===== src/rtl/cpu_pkg.sv =====
// cpu_pkg: shared widths, opcode values, sequencer states and the decoded
// instruction record for the byte-addressed processor.
// Assumes a 16-bit instruction made of two DATA_W-bit bytes, and an address
// field exactly two register selectors wide.
package cpu_pkg;

    localparam int DATA_W  = 8;
    localparam int ADDR_W  = 8;
    localparam int SEL_W   = 4;
    localparam int OP_W    = 4;
    localparam int INSTR_W = OP_W + SEL_W + ADDR_W;

    localparam logic [OP_W-1:0] OPC_LOAD  = 4'h1;
    localparam logic [OP_W-1:0] OPC_STORE = 4'h3;
    localparam logic [OP_W-1:0] OPC_ADD   = 4'h5;
    localparam logic [OP_W-1:0] OPC_HALT  = 4'hC;

    typedef enum logic [2:0] {
        ST_HALT,
        ST_FETCH_HI,
        ST_FETCH_LO,
        ST_LATCH,
        ST_DECODE,
        ST_EXEC,
        ST_LOAD_WB
    } cpu_state_e;

    typedef enum logic [2:0] {
        K_NOP,
        K_LOAD,
        K_STORE,
        K_ADD,
        K_HALT
    } cpu_kind_e;

    typedef struct packed {
        cpu_kind_e          kind;
        logic [SEL_W-1:0]   rd;
        logic [SEL_W-1:0]   rs;
        logic [SEL_W-1:0]   rt;
        logic [ADDR_W-1:0]  addr;
    } cpu_dec_t;

endpackage


===== src/rtl/cpu_decode.sv =====
// cpu_decode: purely combinational split of an instruction word into its
// operation kind and operand fields.
// Assumes the opcode sits in the top OP_W bits, the first operand right
// below it, and the address field overlapping the two source selectors.
module cpu_decode
    import cpu_pkg::*;
#(
    parameter int IW = INSTR_W,
    parameter int SW = SEL_W,
    parameter int AW = ADDR_W,
    parameter int OW = OP_W
) (
    input  logic [IW-1:0] instr_i,
    output cpu_dec_t      dec_o
);

    logic [OW-1:0] opcode;

    assign opcode = instr_i[IW-1 -: OW];

    // Map the opcode to an operation kind; anything unknown becomes a no-op.
    always_comb begin
        dec_o.rd   = instr_i[AW +: SW];
        dec_o.rs   = instr_i[SW +: SW];
        dec_o.rt   = instr_i[0 +: SW];
        dec_o.addr = instr_i[0 +: AW];
        case (opcode)
            OPC_LOAD:  dec_o.kind = K_LOAD;
            OPC_STORE: dec_o.kind = K_STORE;
            OPC_ADD:   dec_o.kind = K_ADD;
            OPC_HALT:  dec_o.kind = K_HALT;
            default:   dec_o.kind = K_NOP;
        endcase
    end

endmodule


===== src/rtl/cpu_regfile.sv =====
// cpu_regfile: bank of 2**SW registers of DW bits, one write port and three
// combinational read ports.
// Assumes at most one write per cycle; reads return the pre-write value.
module cpu_regfile #(
    parameter int DW = 8,
    parameter int SW = 4
) (
    input  logic          clk,
    input  logic          rst_n,
    input  logic          we_i,
    input  logic [SW-1:0] wsel_i,
    input  logic [DW-1:0] wdata_i,
    input  logic [SW-1:0] rsel_a_i,
    input  logic [SW-1:0] rsel_b_i,
    input  logic [SW-1:0] rsel_c_i,
    output logic [DW-1:0] rdata_a_o,
    output logic [DW-1:0] rdata_b_o,
    output logic [DW-1:0] rdata_c_o
);

    localparam int NREGS = 1 << SW;

    logic [NREGS-1:0][DW-1:0] bank;

    for (genvar i = 0; i < NREGS; i++) begin : g_reg
        logic [DW-1:0] q;

        // Hold one register; clear on reset, load when selected for write.
        always_ff @(posedge clk) begin
            if (!rst_n) begin
                q <= '0;
            end else if (we_i && (wsel_i == SW'(i))) begin
                q <= wdata_i;
            end
        end

        assign bank[i] = q;
    end

    assign rdata_a_o = bank[rsel_a_i];
    assign rdata_b_o = bank[rsel_b_i];
    assign rdata_c_o = bank[rsel_c_i];

endmodule


===== src/rtl/cpu_sequencer.sv =====
// cpu_sequencer: control state machine, program counter and instruction
// register. It drives the memory address and write strobe and the
// register-file write controls.
// Assumes the memory returns read data one clock after the address is
// presented, and that the instruction is exactly two bytes wide.
module cpu_sequencer
    import cpu_pkg::*;
#(
    parameter int DW = DATA_W,
    parameter int AW = ADDR_W,
    parameter int IW = INSTR_W
) (
    input  logic          clk,
    input  logic          rst_n,
    input  logic          start_i,
    input  logic [AW-1:0] start_addr_i,
    input  logic [DW-1:0] mem_rdata_i,
    input  cpu_dec_t      dec_i,
    output logic [IW-1:0] instr_o,
    output cpu_dec_t      dec_q_o,
    output cpu_state_e    state_o,
    output logic [AW-1:0] mem_addr_o,
    output logic          mem_we_o,
    output logic          rf_we_o,
    output logic          rf_from_mem_o,
    output logic          halted_o
);

    localparam logic [AW-1:0] STEP_ONE = AW'(1);
    localparam logic [AW-1:0] STEP_TWO = AW'(2);

    cpu_state_e    state_q;
    logic [AW-1:0] pc_q;
    logic [IW-1:0] ir_q;
    cpu_dec_t      dec_q;

    // Advance the fetch/decode/execute sequence and its PC, IR and decode registers.
    always_ff @(posedge clk) begin
        if (!rst_n) begin
            state_q <= ST_HALT;
            pc_q    <= '0;
            ir_q    <= '0;
            dec_q   <= '0;
        end else begin
            case (state_q)
                ST_HALT: begin
                    if (start_i) begin
                        pc_q    <= start_addr_i;
                        state_q <= ST_FETCH_HI;
                    end
                end
                ST_FETCH_HI: begin
                    state_q <= ST_FETCH_LO;
                end
                ST_FETCH_LO: begin
                    ir_q[IW-1 -: DW] <= mem_rdata_i;
                    state_q          <= ST_LATCH;
                end
                ST_LATCH: begin
                    ir_q[DW-1:0] <= mem_rdata_i;
                    pc_q         <= pc_q + STEP_TWO;
                    state_q      <= ST_DECODE;
                end
                ST_DECODE: begin
                    dec_q   <= dec_i;
                    state_q <= ST_EXEC;
                end
                ST_EXEC: begin
                    case (dec_q.kind)
                        K_LOAD:  state_q <= ST_LOAD_WB;
                        K_HALT:  state_q <= ST_HALT;
                        default: state_q <= ST_FETCH_HI;
                    endcase
                end
                ST_LOAD_WB: begin
                    state_q <= ST_FETCH_HI;
                end
                default: begin
                    state_q <= ST_HALT;
                end
            endcase
        end
    end

    // Choose the memory address: next instruction byte, operand address or PC.
    always_comb begin
        mem_addr_o = pc_q;
        if (state_q == ST_FETCH_LO) begin
            mem_addr_o = pc_q + STEP_ONE;
        end else if (state_q == ST_EXEC &&
                     (dec_q.kind == K_LOAD || dec_q.kind == K_STORE)) begin
            mem_addr_o = dec_q.addr;
        end
    end

    // Derive write strobes for memory and register file from the current step.
    always_comb begin
        mem_we_o      = (state_q == ST_EXEC) && (dec_q.kind == K_STORE);
        rf_from_mem_o = (state_q == ST_LOAD_WB);
        rf_we_o       = rf_from_mem_o ||
                        ((state_q == ST_EXEC) && (dec_q.kind == K_ADD));
    end

    assign halted_o = (state_q == ST_HALT);
    assign state_o  = state_q;
    assign instr_o  = ir_q;
    assign dec_q_o  = dec_q;

endmodule


===== src/rtl/byte_fetch_cpu.sv =====
// byte_fetch_cpu: top of the byte-addressed multi-cycle processor. It wires
// the sequencer, decoder, register bank and the two's complement adder.
// Assumes a synchronous single-port byte memory with one cycle of read
// latency, and start pulses applied only while halted.
module byte_fetch_cpu
    import cpu_pkg::*;
#(
    parameter int DW = DATA_W,
    parameter int AW = ADDR_W,
    parameter int SW = SEL_W
) (
    input  logic          clk,
    input  logic          rst_n,
    input  logic          start,
    input  logic [AW-1:0] start_addr,
    output logic [AW-1:0] mem_addr,
    output logic [DW-1:0] mem_wdata,
    input  logic [DW-1:0] mem_rdata,
    output logic          mem_we,
    output logic          halted
);

    localparam int IW = 2 * DW;

    cpu_state_e    state;
    cpu_dec_t      dec_now;
    cpu_dec_t      dec_q;
    logic [IW-1:0] instr;
    logic          rf_we;
    logic          rf_from_mem;
    logic [DW-1:0] src_s;
    logic [DW-1:0] src_t;
    logic [DW-1:0] src_r;
    logic [DW-1:0] add_sum;
    logic [DW-1:0] rf_wdata;

    cpu_sequencer #(
        .DW (DW),
        .AW (AW),
        .IW (IW)
    ) u_seq (
        .clk           (clk),
        .rst_n         (rst_n),
        .start_i       (start),
        .start_addr_i  (start_addr),
        .mem_rdata_i   (mem_rdata),
        .dec_i         (dec_now),
        .instr_o       (instr),
        .dec_q_o       (dec_q),
        .state_o       (state),
        .mem_addr_o    (mem_addr),
        .mem_we_o      (mem_we),
        .rf_we_o       (rf_we),
        .rf_from_mem_o (rf_from_mem),
        .halted_o      (halted)
    );

    cpu_decode #(
        .IW (IW),
        .SW (SW),
        .AW (AW),
        .OW (OP_W)
    ) u_dec (
        .instr_i (instr),
        .dec_o   (dec_now)
    );

    cpu_regfile #(
        .DW (DW),
        .SW (SW)
    ) u_rf (
        .clk       (clk),
        .rst_n     (rst_n),
        .we_i      (rf_we),
        .wsel_i    (dec_q.rd),
        .wdata_i   (rf_wdata),
        .rsel_a_i  (dec_q.rs),
        .rsel_b_i  (dec_q.rt),
        .rsel_c_i  (dec_q.rd),
        .rdata_a_o (src_s),
        .rdata_b_o (src_t),
        .rdata_c_o (src_r)
    );

    // Two's complement sum; the carry out is dropped by the width.
    assign add_sum   = src_s + src_t;
    assign rf_wdata  = rf_from_mem ? mem_rdata : add_sum;
    assign mem_wdata = src_r;

endmodule


===== config.mk =====
export PLATFORM = sky130hd
export DESIGN_NAME = byte_fetch_cpu
export DESIGN_NICKNAME = d
export VERILOG_FILES = /design/src/rtl/cpu_pkg.sv /design/src/rtl/cpu_decode.sv /design/src/rtl/cpu_regfile.sv /design/src/rtl/cpu_sequencer.sv /design/src/rtl/byte_fetch_cpu.sv
export SDC_FILE = /design/constraint.sdc
export NUM_CORES = 1
export LEC_CHECK = 0
export ABC_AREA = 1
export ABC_CLOCK_PERIOD_IN_PS = 4000
export BUFFER_PORTS_ARGS = -buffer_cell sky130_fd_sc_hd__buf_4
export CORE_MARGIN = 3
export CORE_UTILIZATION = 50
export DETAILED_ROUTE_END_ITERATION = 6
export GPL_ROUTABILITY_DRIVEN = 0
export GPL_TIMING_DRIVEN = 0
export PLACE_DENSITY = 0.66
export RECOVER_POWER = 25
export SYNTH_ARGS = -nofsm -noshare
export SYNTH_HDL_FRONTEND = slang
export SYNTH_HIERARCHICAL = 1
export SYNTH_SLANG_ARGS = --single-unit

===== constraint.sdc =====
create_clock -name clk -period 4 [get_ports clk]
set_input_delay 1.2 -clock clk [delete_from_list [all_inputs] [get_ports clk]]
set_output_delay 1.2 -clock clk [all_outputs]
set_load 0.01 [all_outputs]

==> results by group, run 1 <==
Global routing
  • Global-route wire length before repair: 70930 um
  • Total grt overflow: 0
  • Initial antenna violation count: 0
  • Gr usage total: 0.3836
  • Number of global-route vias before repair: 12040
  • Largest net degree at the start of global routing: 22

Placed design
  • Detailed placer's ending HPWL: 34560 um
  • Dpl ws: -0.3808 ns
  • # port buffers: 36

Clock network
  • Sinks on the clock net: 178
  • H-tree depth: 4
  • CTS Root Cell: clkbuf_16
  • Clock slew at reported path FFs: about 0.08 ns
  • CTS max path bufs: 2
  • Clock latency on the worst-skew pair: 0.45 ns
  • CTS tree: done
  • CTS Buf Count: 17
  • Post-CTS Setup Inserts: 0

Floorplanning
  • Initial core utilization: 0.5138
  • Core box area: 22030 um^2
  • Die outline area: 24480 um^2
  • Cell Rows: 54
  • Die W: approximately 160 um
  • # IOs: 37
  • Die Y: between 150 and 200 um

Cells and area
  • Fin nets: 1962
  • Share of cells above drive strength 1: 0.09969
  • Diode count: 0
  • Filler Cell Count: 2288
  • Util after Layout: 0.5722
  • Area grow syn2layout: 11.37%

Power and ir drop
  • Pwr Total: ~4.4 mW
  • Maximum VDD drop: 0.0002584 V
  • LEAKAGE: 6.075 nW
  • P per Cell Area: ~350 nW/um^2

Drt
  • Drt drc: 155
  • Post-Route WL: ~48000 um
  • Via count: 13370
  • Final ANT Viol Nets: 0
  • 1st-pass router iterations: 7
  • Drt wl/cell: 21.50 um
  • Initial DRC Count: around 2400
  • Vias per cell: between 6 and 7

STA
  • RSZ-0062 raised after global routing: false
  • Final Slew Violations: 0
  • Final WS setup: -0.01789 ns
  • Worst slew pin tran: 0.9906 ns
  • Final Setup Violations: 2
  • Final Hold Fails: 0
  • Final Cycle Share: 1.004
  • Layout Skew: 0.02028 ns
  • Relative slew slack: 0.3396
  • Final min period: 4.018 ns
  • Achievable frequency: about 0.25 GHz

Status
  • Failing checks: DRC, setup timing
  • Status: finished, violations left

Min path
  • Hold Startpoint: u_seq/instr_o[10]
  • WHS Endpoint: u_seq/instr_o[10]
  • WHS Path Cells: 2
  • Hold Path Class: reg -> reg

Synthesis
  • Mapped Nets: 1906
  • Flops & latches, synth: about 180
  • Synth Instances: 1877
  • Share of the yosys chip area belonging to registers: 0.3149
  • Netlist cell types: 38
  • Avg Cell Area, Syn: 6.029 um^2
  • Ys Warns: 6
  • Mapped Area: 11320 um^2

Worst setup path
  • Crit path max fanout: 10
  • R2R Setup Slk: -0.02 ns
  • Reg2reg end: u_rf/g_reg[13].q[2]
  • Reg-to-reg startpoint: u_seq/dec_q_o[9]
  • Worst path max stage delay: 0.70 ns
  • CP arrival: 2.82 ns
  • CP bufs+invs: 4
  • Most frequent CP cell: nand3_1
  • Crit start category: flip-flop
  • Critical Path End Type: output pin
  • Family with the most delay on the worst path: buffers and inverters
  • CP required: 2.80 ns
  • Worst reg-to-reg path cell count: 16
  • Crit-path slowest cell: clkbuf_1
  • CP Cell Sequence: buf_2 -> inv_1 -> clkbuf_1 -> nand3_1 -> nand3_1 -> nand2_1 -> buf_4
  • WS Path Type: reg -> out

Flow run
  • Max-cap violations: 0
==> Yosys cell counts (all sizes together) <==
master    n  area [um^2]
buf      81        520.5
xnor2     1        27.53
xor2      2        17.52
clkinv    1        5.000
o211a     1        10.01
nand2   524         1982
a31oi     4        25.02
o21bai    1        7.510
nand3   370         1872
or2       2        17.52
ha        9        112.6
a211oi    1        7.510
a21oi   125        640.6
nor3      6        30.03
inv     188        708.2
fa        1        20.02
clkbuf   62        232.7
a41o      1        10.01
o21ai   177        889.6
dfxtp   178         3563
nand3b    4        55.05
nor2    136        548.0
o211ai    2        15.01
==> area by class of cell <==
type / count / area (um^2) / share of cell area
plain buffers: 143 / 772.0 / 0.06125
clock buffers: 17 / 425.4 / 0.03375
clock inverters: 15 / 198.9 / 0.01578
inverters: 189 / 713.2 / 0.05659
multi-input cells: 1367 / 6306 / 0.5003
flip-flops and latches: 178 / 3563 / 0.2827
well taps: 280 / 350.3 / 0.02780
repair buffers: 37 / 274.0 / 0.02174
==> stage by stage <==
step                      cell area [um^2]   TNS, ns  cells  hold slack, ns
after detailed placement             11950    -7.155   2194          0.4564
final                                12600  -0.03483   2226          0.4705
after CTS                            12580         0   2226          0.4710
after floorplan                      11320         0   1877          0.4438
after global placement               11940    -10.80   2193          0.4540
after global routing                 12600         0   2226          0.4930
==> repair_timing <==
item                                    CTS  global route
pin swaps                                 0             0
cloned                                    0             0
endpoints found under the setup margin   41            56
hold buffers                              0             0
resized for setup                         6            25
==> power by group <==
part,switching (mW),total [mW],leakage (nW),internal (mW)
Clock,0.891,1.75,0.301,0.862
Sequential,0.0316,1.83,1.44,1.80
Combinational,0.558,0.797,4.34,0.239
Total,1.48,4.38,6.07,2.90
==> worst max path at each step <==
stage                            from                  end  slack (ns)  cells past startpoint
finish              u_seq/dec_q_o[18]         mem_wdata[3]       -0.02                      7
detailed placement   u_seq/dec_q_o[9]   u_rf/g_reg[9].q[4]       -0.38                     17
global placement    u_seq/dec_q_o[14]   u_rf/g_reg[7].q[1]       -0.53                     13
floorplan           u_seq/dec_q_o[13]  u_rf/g_reg[11].q[4]        1.24                     17
CTS                  u_seq/dec_q_o[9]  u_rf/g_reg[13].q[2]        0.03                     15
global route         u_seq/dec_q_o[8]  u_rf/g_reg[15].q[7]       0.005                     17
==> flip-flops by register name (all words and copies together) (netlist names) <==
register,cells
u_seq/pc_q,8
u_seq/instr_o,16
u_seq/state_o,3
u_seq/dec_q_o,23
u_rf/g.q,128
==> worst register-to-register path: cells and delay by family, from the launching register on <==
kind	cells	cell delay, ns
buffers and inverters	6	1.55
AOI/OAI and AO/OA	3	0.96
and+or+nand+nor	5	0.60
adders and majority gates	2	0.55
DFF	1	0.32
==> metal layers <==
layer / wire length (um) / track usage / share of wire
met3: 7487 / 0.1679 / 0.16
met1: 18660 / 0.4991 / 0.39
met2: 18530 / 0.5364 / 0.39
met5: 58 / 0.01786 / 0.0012
met4: 3127 / 0.1930 / 0.065
==> placed cells by master (no fill, tap or decap), types with 7 or more instances in the layout <==
master	Yosys	layout
nand2_1	520	520
nand3_1	366	366
inv_1	180	180
dfxtp_1	178	178
o21ai_0	167	167
nor2_1	129	129
a21oi_1	123	123
buf_4	21	57
clkbuf_1	62	48
buf_2	44	44
clkbuf_16	0	17
clkbuf_2	0	15
buf_6	11	11
ha_1	9	9
inv_2	7	7
==> cells by family after synthesis <==
family / after synthesis / share of synthesized area
AOI/OAI and AO/OA: 312 / 0.1418
buffers and inverters: 332 / 0.1296
adders and majority gates: 10 / 0.01172
and+or+nand+nor: 1042 / 0.3980
DFF: 178 / 0.3149
xor gates and xnor gates: 3 / 0.003981
Note: power is estimated with default switching activity, not from simulation.
==> inputs of run 2 (changes only) <==
ABC_AREA = 0   (was 1)
==> run 2 against run 1 <==
  * The flow finishes with violations (DRC)
  * Via count down 21%
  * Flip-flop and latch count unchanged
  * Power down 11%
  * Die area up 0.93%
  * Hold slack worse by 0.015 ns
  * Register-to-register slack better by 0.17 ns
  * Worst setup slack better by 0.11 ns
  * Count of clock-buffer cells in the layout up 3
  * Largest cell class unchanged
  * Largest power group unchanged
  * Critical path type unchanged
  * Fmax up 2.8%
  * Cell count down 30%
  * Clock skew down 0.0089 ns
  * Synthesized area up 0.96%
==> results by group, run 2 <==
Status
  • Status: finished, violations left
  • Failing checks: DRC

Worst setup path
  • Worst Setup EP: mem_wdata[4]
  • Crit. Startpoint: u_seq/dec_q_o[17]
  • Reg-to-reg startpoint: u_seq/dec_q_o[9]
  • CP arrival: about 2.7 ns
  • R2R Setup Slk: 0.15 ns
  • Critical Path End Type: output pin
  • Crit path max fanout: 10
  • Reg2reg end: u_rf/g_reg[10].q[6]
  • Crit start category: flip-flop
  • WS Path Type: reg -> out
  • CP required: 2.80 ns
  • Worst reg-to-reg path cell count: 14

Clock network
  • H-tree depth: 4
  • Clock slew at reported path FFs: 0.07 ns
  • CTS max path bufs: 2
  • CTS Buf Count: 17
  • Sinks on the clock net: 178
  • Clock latency on the worst-skew pair: 0.44 ns
  • CTS Root Cell: clkbuf_16
  • CTS tree: done

STA
  • Relative slew slack: 0.4414
  • Layout Skew: ~0.011 ns
  • Final Cycle Share: 0.9767
  • Final Slew Violations: 0
  • Final Setup Violations: 0
  • Worst slew pin tran: roughly 0.84 ns
  • Final WS setup: 0.09331 ns
  • Worst hold slack: approximately 0.46 ns
  • Final min period: 3.907 ns
  • Final Hold Fails: 0
  • Achievable frequency: 0.2560 GHz

Floorplanning
  • Cell Rows: 54
  • Die outline area: about 25000 um^2
  • Die Y: roughly 160 um
  • Die W: roughly 160 um
  • Initial core utilization: 0.5156
  • # IOs: 37
  • Core box area: 22160 um^2

Power and ir drop
  • Pwr Total: 3.892 mW
  • Comb power frac: 0.103
  • Clock network fraction of total power: 0.428
  • Sw Share: 0.2660
  • Maximum VDD drop: 0.0001907 V
  • P per Cell Area: 305.2 nW/um^2
  • LEAKAGE: 4.588 nW
  • Internal Power: between 2 and 3 mW
  • Seq pwr share: 0.469
  • Switching power total: between 1 and 1.5 mW

Cells and area
  • Diode count: 0
  • Area grow syn2layout: 11.63%
  • Largest register FFs: between 100 and 150
  • Most common cell after layout, fill and taps aside: dfxtp_1
  • Share of cells above drive strength 1: 0.1833
  • Util after Layout: 0.5755
  • Top reg by flops: u_rf/g.q
  • Most frequent cells in the layout: 177 x dfxtp_1, 138 x o21ai_0, 137 x nand3_1
  • Fin nets: 1299
  • Final cell count without fillers: 1562
  • Filler Cell Count: 1986

Placed design
  • Dpl ws: -0.8382 ns
  • Detailed placer's ending HPWL: roughly 28000 um
  • DP Cell Count: 1526
  • # port buffers: 36

Drt
  • Final ANT Viol Nets: 0
  • Via count: 10530
  • Vias per cell: a little under 7
  • Drt drc: 1
  • 1st-pass router iterations: 7
  • Post-Route WL: 39390 um
  • Initial DRC Count: 1537
  • Drt wl/cell: approximately 25 um

Synthesis
  • Flops & latches, synth: 178
  • Most used DFF post-synth: dfxtp_1
  • Mapped Nets: 1239
  • Post-synthesis mux area share: 0.2120
  • Mapped Area: 11430 um^2
  • Post-synth EDFFs: 0
  • Async S/R FF share, synth: 0
  • Avg Cell Area, Syn: ~9.4 um^2
  • Top cells by area, synth: dfxtp_1 31%, mux4_1 13%, mux4_2 7.7%
  • Simple-gate area share of the yosys netlist: 0.1512
  • Post-synth top area cell: dfxtp_1
  • Synth Instances: about 1200
  • Netlist cell types: 77
  • Share of the yosys chip area belonging to registers: 0.3119
  • Ys Warns: 6
  • Compound-Gate Fraction of Synth Area: 0.2257
  • Post-synth top cells: 178 x dfxtp_1, 138 x nand3_1, 138 x o21ai_0
  • Main combinational cell family by area after synthesis: compound AO/OA/AOI/OAI gates
  • Top-area cell type share of the netlist area: 0.3119
  • Most frequent cell after synthesis: dfxtp_1
  • Xor/xnor share of the synthesized area: 0.006023
  • Post-Synth Adder-Cell Area: 0.01161

Global routing
  • Met2 global-route usage: 0.4804
  • Global-route wire length before repair: 59260 um
  • Top Usage Layer GRT: met2
  • Gr usage total: 0.3197
  • Total grt overflow: 0
  • Met1 Usage GRT: 0.4362
  • Largest net degree at the start of global routing: 17
  • Initial antenna violation count: 1
  • Number of global-route vias before repair: between 9000 and 10000
  • Grt met3 use: 0.09678

Min path
  • WHS Path Cells: 2
  • Hold Path Class: reg -> reg

Flow run
  • Max-cap violations: 0
[run 2: through the flow]
| step | setup TNS, ns | instance area (um^2) |
|---|---|---|
| after floorplan | 0 | 11430 |
| after global placement | -30.11 | 12050 |
| after detailed placement | -31.78 | 12050 |
| after CTS | 0 | 12670 |
| after global routing | -0.003298 | 12750 |
| final | 0 | 12750 |
[run 2: worst max-delay path: stages (launching register included)]
cell and delay, ns:
dfxtp_2 0.43, buf_2 0.25, buf_4 0.26, buf_4 0.27, mux4_1 0.36, a22oi_2 0.36, nand2_1 0.14, buf_4 0.17
[run 2: power by group through the flow]
stage	Combinational, mW	Clock [mW]	Sequential, mW
2_1_floorplan	0.267	0	1.86
3_3_place_gp	0.395	0	1.87
3_5_place_dp	0.398	0	1.87
4_1_cts	0.401	1.68	1.83
5_1_grt	0.433	1.75	1.83
6_report	0.401	1.67	1.82
[run 2: area by class of cell]
type                    instances  area [um^2]  share of cell area
plain buffers                 159        954.7             0.07485
clock buffers                  20        456.7             0.03581
clock inverters                11        105.1            0.008240
inverters                       7        26.28            0.002060
multi-input cells             864         6982              0.5474
flip-flops and latches        178         3565              0.2795
well taps                     280        350.3             0.02747
repair buffers                 43        315.3             0.02472
[run 2: how the worst min path moves through the flow]
stage / from / slack [ns] / to
floorplan: u_seq/dec_q_o[13] / 0.43 / u_seq/dec_q_o[13]
global placement: u_seq/instr_o[11] / 0.44 / u_seq/instr_o[11]
detailed placement: u_seq/dec_q_o[1] / 0.45 / u_seq/dec_q_o[1]
CTS: u_seq/dec_q_o[1] / 0.46 / u_seq/dec_q_o[1]
global route: u_seq/instr_o[10] / 0.48 / u_seq/instr_o[10]
finish: u_seq/dec_q_o[1] / 0.46 / u_seq/dec_q_o[1]
[run 2: cell families (layout without fill, tap and decap cells)]
kind of cell | count (synthesis) | in the layout
fa+ha+maj | 10 | 10
buf+inv | 168 | 240
flops | 178 | 178
compound gates | 399 | 399
simple gates | 348 | 348
xor+xnor | 7 | 7
mux | 100 | 100
[run 2: timing repair]
action                                  CTS  global route
hold buffers                              0             0
buffers inserted                          0             7
endpoints found under the hold margin     0             0
pin swaps                                 0             1
gates resized for setup                  24            26
endpoints found under the setup margin   94            78
[run 2: routing by layer]
| layer | share of wire | wire, um |
|---|---|---|
| met1 | 0.40 | 15880 |
| met5 | 0.00025 | 10 |
| met3 | 0.12 | 4679 |
| met4 | 0.042 | 1647 |
| met2 | 0.44 | 17170 |
